===== src/rtl/exc_pkg.sv =====
package exc_pkg;
    localparam int XLEN = 32;
    localparam int CODE_W = 5;

    typedef enum logic [1:0] {
        EK_NONE  = 2'd0,
        EK_UNDEF = 2'd1,
        EK_OVF   = 2'd2,
        EK_IRQ   = 2'd3
    } exc_kind_e;

    localparam logic [CODE_W-1:0] CODE_IRQ   = 5'd0;
    localparam logic [CODE_W-1:0] CODE_UNDEF = 5'd10;
    localparam logic [CODE_W-1:0] CODE_OVF   = 5'd12;

    typedef struct packed {
        logic [XLEN-1:0]   epc;
        logic [CODE_W-1:0] code;
        logic              ie;
        logic              vec;
        logic              exl;
    } ctl_state_t;
endpackage


===== src/rtl/exc_arb.sv =====
module exc_arb
    import exc_pkg::*;
(
    input  logic       clk,
    input  logic       rst_n,
    input  logic       req_undef,
    input  logic       req_ovf,
    input  logic       req_irq,
    output exc_kind_e  kind,
    output logic [2:0] grant
);
    always_comb begin
        grant = 3'b000;
        kind  = EK_NONE;
        if (req_irq) begin
            grant = 3'b100;
            kind  = EK_IRQ;
        end else if (req_ovf) begin
            grant = 3'b010;
            kind  = EK_OVF;
        end else if (req_undef) begin
            grant = 3'b001;
            kind  = EK_UNDEF;
        end
    end


    grant_onehot_chk: assert property (@(posedge clk) disable iff (!rst_n)
        $onehot0(grant));


    grant_oldest_chk: assert property (@(posedge clk) disable iff (!rst_n)
        req_irq |-> (kind == EK_IRQ));
endmodule


===== src/rtl/exc_vector.sv =====
module exc_vector
    import exc_pkg::*;
#(
    parameter logic [XLEN-1:0] FIXED_BASE  = 32'h8000_0180,
    parameter logic [XLEN-1:0] VEC_BASE    = 32'hC000_0000,
    parameter int              SLOT_LOG2   = 5
) (
    input  exc_kind_e        kind,
    input  logic             vec_mode,
    output logic [XLEN-1:0]  target
);
    localparam int IDX_W = 2;

    logic [IDX_W-1:0] slot;

    always_comb begin
        case (kind)
            EK_OVF:  slot = 2'd1;
            EK_IRQ:  slot = 2'd2;
            default: slot = 2'd0;
        endcase
        if (vec_mode)
            target = VEC_BASE + (XLEN'(slot) << SLOT_LOG2);
        else
            target = FIXED_BASE;
    end
endmodule


===== src/rtl/exc_ctrl.sv =====
module exc_ctrl
    import exc_pkg::*;
#(
    parameter logic [XLEN-1:0] FIXED_BASE = 32'h8000_0180,
    parameter logic [XLEN-1:0] VEC_BASE   = 32'hC000_0000,
    parameter int              SLOT_LOG2  = 5,
    parameter int              INSN_BYTES = 4
) (
    input  logic            clk,
    input  logic            rst_n,
    input  logic            id_undef,
    input  logic [XLEN-1:0] id_pc,
    input  logic            id_eret,
    input  logic            ex_ovf,
    input  logic [XLEN-1:0] ex_pc,
    input  logic            irq,
    input  logic            st_we,
    input  logic [XLEN-1:0] st_wdata,
    input  logic [1:0]      rd_sel,
    output logic [XLEN-1:0] rd_data,
    output logic            redirect,
    output logic [XLEN-1:0] redirect_pc,
    output logic            flush_ifid,
    output logic            flush_idex,
    output logic            flush_exmem,
    output logic            ex_wr_inhibit
);
    localparam int CODE_LSB = 2;
    localparam int PAD_W    = XLEN - CODE_W - CODE_LSB;

    ctl_state_t      st_q, st_d;
    exc_kind_e       kind;
    logic [2:0]      grant;
    logic            irq_req;
    logic            take;
    logic            late;
    logic [XLEN-1:0] fault_pc;
    logic [XLEN-1:0] target;

    assign irq_req = irq && st_q.ie && !st_q.exl;

    exc_arb u_arb (
        .clk       (clk),
        .rst_n     (rst_n),
        .req_undef (id_undef),
        .req_ovf   (ex_ovf),
        .req_irq   (irq_req),
        .kind      (kind),
        .grant     (grant)
    );

    exc_vector #(
        .FIXED_BASE (FIXED_BASE),
        .VEC_BASE   (VEC_BASE),
        .SLOT_LOG2  (SLOT_LOG2)
    ) u_vec (
        .kind     (kind),
        .vec_mode (st_q.vec),
        .target   (target)
    );

    always_comb begin
        take     = (grant != 3'b000);
        late     = grant[2] || grant[1];
        fault_pc = late ? ex_pc : id_pc;

        st_d = st_q;
        if (take) begin
            st_d.epc = fault_pc + XLEN'(INSN_BYTES);
            case (kind)
                EK_OVF:  st_d.code = CODE_OVF;
                EK_IRQ:  st_d.code = CODE_IRQ;
                default: st_d.code = CODE_UNDEF;
            endcase
            st_d.exl = 1'b1;
        end else if (id_eret) begin
            st_d.exl = 1'b0;
        end
        if (st_we) begin
            st_d.ie  = st_wdata[0];
            st_d.vec = st_wdata[1];
        end

        redirect      = take || id_eret;
        redirect_pc   = take ? target : st_q.epc;
        flush_ifid    = redirect;
        flush_idex    = take;
        flush_exmem   = late;
        ex_wr_inhibit = late;

        case (rd_sel)
            2'd0:    rd_data = {{(XLEN-3){1'b0}}, st_q.exl, st_q.vec, st_q.ie};
            2'd1:    rd_data = {{PAD_W{1'b0}}, st_q.code, {CODE_LSB{1'b0}}};
            2'd2:    rd_data = st_q.epc;
            default: rd_data = '0;
        endcase
    end

    always_ff @(posedge clk or negedge rst_n) begin
        if (!rst_n)
            st_q <= '0;
        else
            st_q <= st_d;
    end


    inhibit_flush_chk: assert property (@(posedge clk) disable iff (!rst_n)
        ex_wr_inhibit |-> (flush_exmem && flush_idex && flush_ifid && redirect));


    irq_masked_chk: assert property (@(posedge clk) disable iff (!rst_n)
        (irq && st_q.exl && !ex_ovf && !id_undef && !id_eret) |-> !redirect);


    exl_set_chk: assert property (@(posedge clk) disable iff (!rst_n)
        flush_idex |=> st_q.exl);


    epc_hold_chk: assert property (@(posedge clk) disable iff (!rst_n)
        !flush_idex |=> ($stable(st_q.epc) && $stable(st_q.code)));


    eret_target_chk: assert property (@(posedge clk) disable iff (!rst_n)
        (id_eret && !flush_idex) |-> (redirect_pc == st_q.epc && !flush_exmem));
endmodule


===== config.mk =====
export PLATFORM = sky130hd
export DESIGN_NAME = exc_ctrl
export DESIGN_NICKNAME = d
export VERILOG_FILES = /design/src/rtl/exc_pkg.sv /design/src/rtl/exc_arb.sv /design/src/rtl/exc_vector.sv /design/src/rtl/exc_ctrl.sv
export SDC_FILE = /design/constraint.sdc
export NUM_CORES = 1
export LEC_CHECK = 0
export ABC_AREA = 1
export BUFFER_PORTS_ARGS = -buffer_cell sky130_fd_sc_hd__buf_2
export CAP_MARGIN = 20
export CORE_ASPECT_RATIO = 0.7
export CORE_UTILIZATION = 52
export DETAILED_ROUTE_END_ITERATION = 6
export GPL_TIMING_DRIVEN = 0
export HOLD_SLACK_MARGIN = 0.08
export PLACE_DENSITY = 0.93
export SYNTH_ARGS = -nofsm -noshare
export SYNTH_HDL_FRONTEND = slang
export SYNTH_HIERARCHICAL = 1
export SYNTH_SLANG_ARGS = --single-unit

===== constraint.sdc =====
create_clock -name clk -period 5.8 [get_ports clk]
set_input_delay 0 -clock clk [delete_from_list [all_inputs] [get_ports clk]]
set_output_delay 0 -clock clk [all_outputs]
set_load 0.02 [all_outputs]

==> impl_metrics.csv <==
group,metric,value,unit
sta,tightest_slew,887,ps
synthesis,synth_edf_count,0,
global_routing,grt_busiest_layer,"met2",
power,pwr-share-clk,27.1,%
cells_and_area,instances_no_fill,892,
power,swShare,39.2,%
route,ant_nets,0,
synthesis,synthTopCellsByArea,"dfrtp_1 (26%), nand2_1 (23%), inv_1 (6.7%), buf_4 (6.5%), nor2_1 (6.0%)",
cts,clock-sinks,38,
worst_setup_path,r2r_cells,18,
global_routing,use_met1,46.6,%
status,status,"finished with violations",
cells_and_area,n_fill_cell,568,
worst_hold_path,whs_path_depth,4,
flow_run,cap_violations,0,
global_routing,grt_use_met3,6.84,%
synthesis,synth_common_cells,"nand2_1 (226), inv_1 (66), nor2_1 (59), dfrtp_1 (38), nand3_1 (38)",
route,drt_pass1_iterations,7,
route,drt-total-wl,12800,microns
worst_setup_path,crit_chain,"nand2_1, nor2_1, nor2_1, inv_2, nand2_4, buf_12, nand2_1, o21ai_1, inv_1, ha_1, nand2_1, nor2_8, nand2_4, nor2_1, nand2_1, nand2_1, nand3_1, nand2_1",
cells_and_area,largest_register_ffs,38,
cts,insertion_delay,290,ps
global_routing,grt_pass1_vias,4225,
worst_hold_path,min_path_type,"in -> reg",
cts,clkTransAtPathRegs,80,ps
sta,max_slew_margin,40.9,%
synthesis,yosysTopAreaCell,"dfrtp_1",
floorplanning,num_rows,25,
synthesis,netlist_area,3680,sq um
power,p_sw,411,uW
power,pwr-share-comb,42.0,%
worst_setup_path,slowest_stage,"nor2_1",
cells_and_area,reg.largest.list,"st_q (38)",
sta,finClkSkew,7.67,ps
global_routing,grt_start_max_net_pins,39,
cts,clockBufferDepth,2,
cts,cts_resized,0,
global_routing,grt_remaining_overflow,0,
sta,hold_violations,0,
synthesis,yosysTopAreaCellShare,25.8,%
cts,numCtsBuffers,5,
power,power_density,215,nW/um^2
sta,layout_min_cycle_time,3010,ps
power,p_seq_share,30.9,%
sta,slew_viol_final,0,
synthesis,yosys_warnings,6,
floorplanning,core,6790,sq um
worst_setup_path,worstPathRequired,6030,ps
cells_and_area,post-route-util,71.8,%
worst_setup_path,critPathMaxFanout,10,
worst_setup_path,crit_family,"simple AND/OR/NAND/NOR gates",
place,globalplace.congestion,0.909,
synthesis,async_reset_ff_share,100,%
floorplanning,die_width,103,microns
synthesis,synth_cell_type_count,29,
synthesis,ys.flop_type,"dfrtp_1",
sta,setup_violations,0,
power,p_leak,2.84,nW
floorplanning,die_y,72.4,microns
worst_setup_path,start_kind,"register",
synthesis,syn_avg_cell_area,6.04,sq um
cts,cts_root_buffer,"clkbuf_8",
place,placed_cell_area,4610,sq um
cells_and_area,finalInstanceArea,4870,sq um
worst_setup_path,worstSetupEndpointType,"register",
place,io_buffers,143,
worst_setup_path,crit_buf_inv,3,
route,wl_per_cell,14.3,microns
synthesis,synth-seq-cells,38,
cts,cts_tree,"done",
cells_and_area,regMostFlops,"st_q",
synthesis,synthCells,610,
route,drt_iter0_drc,325,
route,drc,2,
floorplanning,die_area,7430,sq um
global_routing,grt_use_total,35.3,%
sta,setup_tns,0,ps
synthesis,synth_most_common_cell,"nand2_1",
cells_and_area,seqCellArea,951,sq um
power,power.internal,637,uW
cells_and_area,final_layout_size_suffix_gt1_share,32.1,%
cts,hold_buffers,12,
cts,post_cts_buffers,0,
floorplanning,io_pins,174,
cells_and_area,fin_nets,903,
power,peakVddDrop,136,uV
sta,fmax,0.332,GHz
worst_setup_path,critical_path.max_stage_delay,420,ps
worst_setup_path,cpMostUsedCell,"nand2_1",
global_routing,use_met2,58.7,%
worst_setup_path,path_class,"reg -> reg",
worst_setup_path,arrival,3250,ps
synthesis,ys_seq_area_share,25.8,%
floorplanning,start_util,54.3,%
status,violations,"DRC",
sta,period_share,52.0,%
cts,h-tree-depth,2,
route,vias,4548,
place,dpl.cell_count,872,
cells_and_area,area_growth_syn_to_layout,32.3,%
worst_setup_path,path_depth,18,
cells_and_area,multi_input_area,2180,sq um
cells_and_area,diodes,0,
route,vias_per_cell,5.10,
sta,rsz0062_at_grt,"false",
place,hpwl,9810,microns
global_routing,grt_first_pass_wirelength,19800,microns
global_routing,antenna_found_initial,0,
==> routing by layer <==
layer,up-vias,wire length [microns]
met3,36,1270
met5,-,0
met4,0,255
met2,294,5770
met1,2035,5460
li1,2183,-
==> power groups by stage <==
stage          combinational (mW)  clock [mW]  sequential, mW
2_1_floorplan               0.279           0           0.320
3_3_place_gp                0.402           0           0.323
3_5_place_dp                0.416           0           0.326
4_1_cts                     0.426       0.282           0.321
5_1_grt                     0.477       0.293           0.327
6_report                    0.440       0.284           0.323
==> final timing paths <==
path	startpoint	endpoint	slack (ps)
worst min-delay path	id_undef	st_q[6]	120
min in group asynchronous	rst_n	st_q[13]	360
max in group asynchronous	rst_n	st_q[37]	4870
worst max-delay path	st_q[2]	st_q[38]	2790
worst max register to register	st_q[2]	st_q[38]	2790
worst min register to register	st_q[29]	st_q[29]	520
==> tightest hold or removal path, cell delays in order <==
cell	delay, ps
buf_2	80
nand2_2	60
nand2_1	130
a22oi_1	90
==> per-stage QoR <==
step / total power, mW / hold WS (ps) / setup slack [ps]
finish: 1.05 / 116 / 2790
global placement: 0.726 / 143 / 3110
detailed placement: 0.742 / 149 / 2970
floorplan: 0.600 / -296 / 3540
CTS: 1.03 / 100 / 2920
global route: 1.10 / 142 / 2710
==> cell families after synthesis <==
kind of cell	count (synthesis)	synth area share [%]
DFF	38	25.8
other	2	0.204
adders and majority gates	1	0.340
buffers and inverters	123	17.5
AOI/OAI and AO/OA	62	9.04
and+or+nand+nor	384	47.1
==> cell usage in the layout, fill, tap and decap left out, types with 2 or more instances in the layout <==
| cell | instances |
|---|---|
| nand2_1 | 226 |
| buf_2 | 147 |
| inv_1 | 66 |
| nor2_1 | 59 |
| nand3_1 | 38 |
| dfrtp_1 | 38 |
| o21ai_0 | 36 |
| nand2_2 | 33 |
| buf_4 | 32 |
| conb_1 | 27 |
| dlygate4sd3_1 | 12 |
| clkbuf_1 | 10 |
| nor2_4 | 10 |
| o21ai_1 | 9 |
| o22ai_1 | 8 |
| nor2_2 | 7 |
| nand2_4 | 6 |
| clkbuf_8 | 6 |
| inv_2 | 5 |
| buf_6 | 4 |
| a21oi_1 | 4 |
| o21bai_1 | 4 |
| bufinv_16 | 2 |
==> layout make-up <==
cell class	instances	share of cell area [%]
clock buffers	6	1.69
plain buffers	52	7.75
flip-flops and latches	38	19.5
well taps	94	2.41
clock inverters	2	1.23
inverters	71	5.47
multi-input cells	474	44.8
repair buffers	155	17.2
Note: power is estimated with default switching activity, not from simulation.
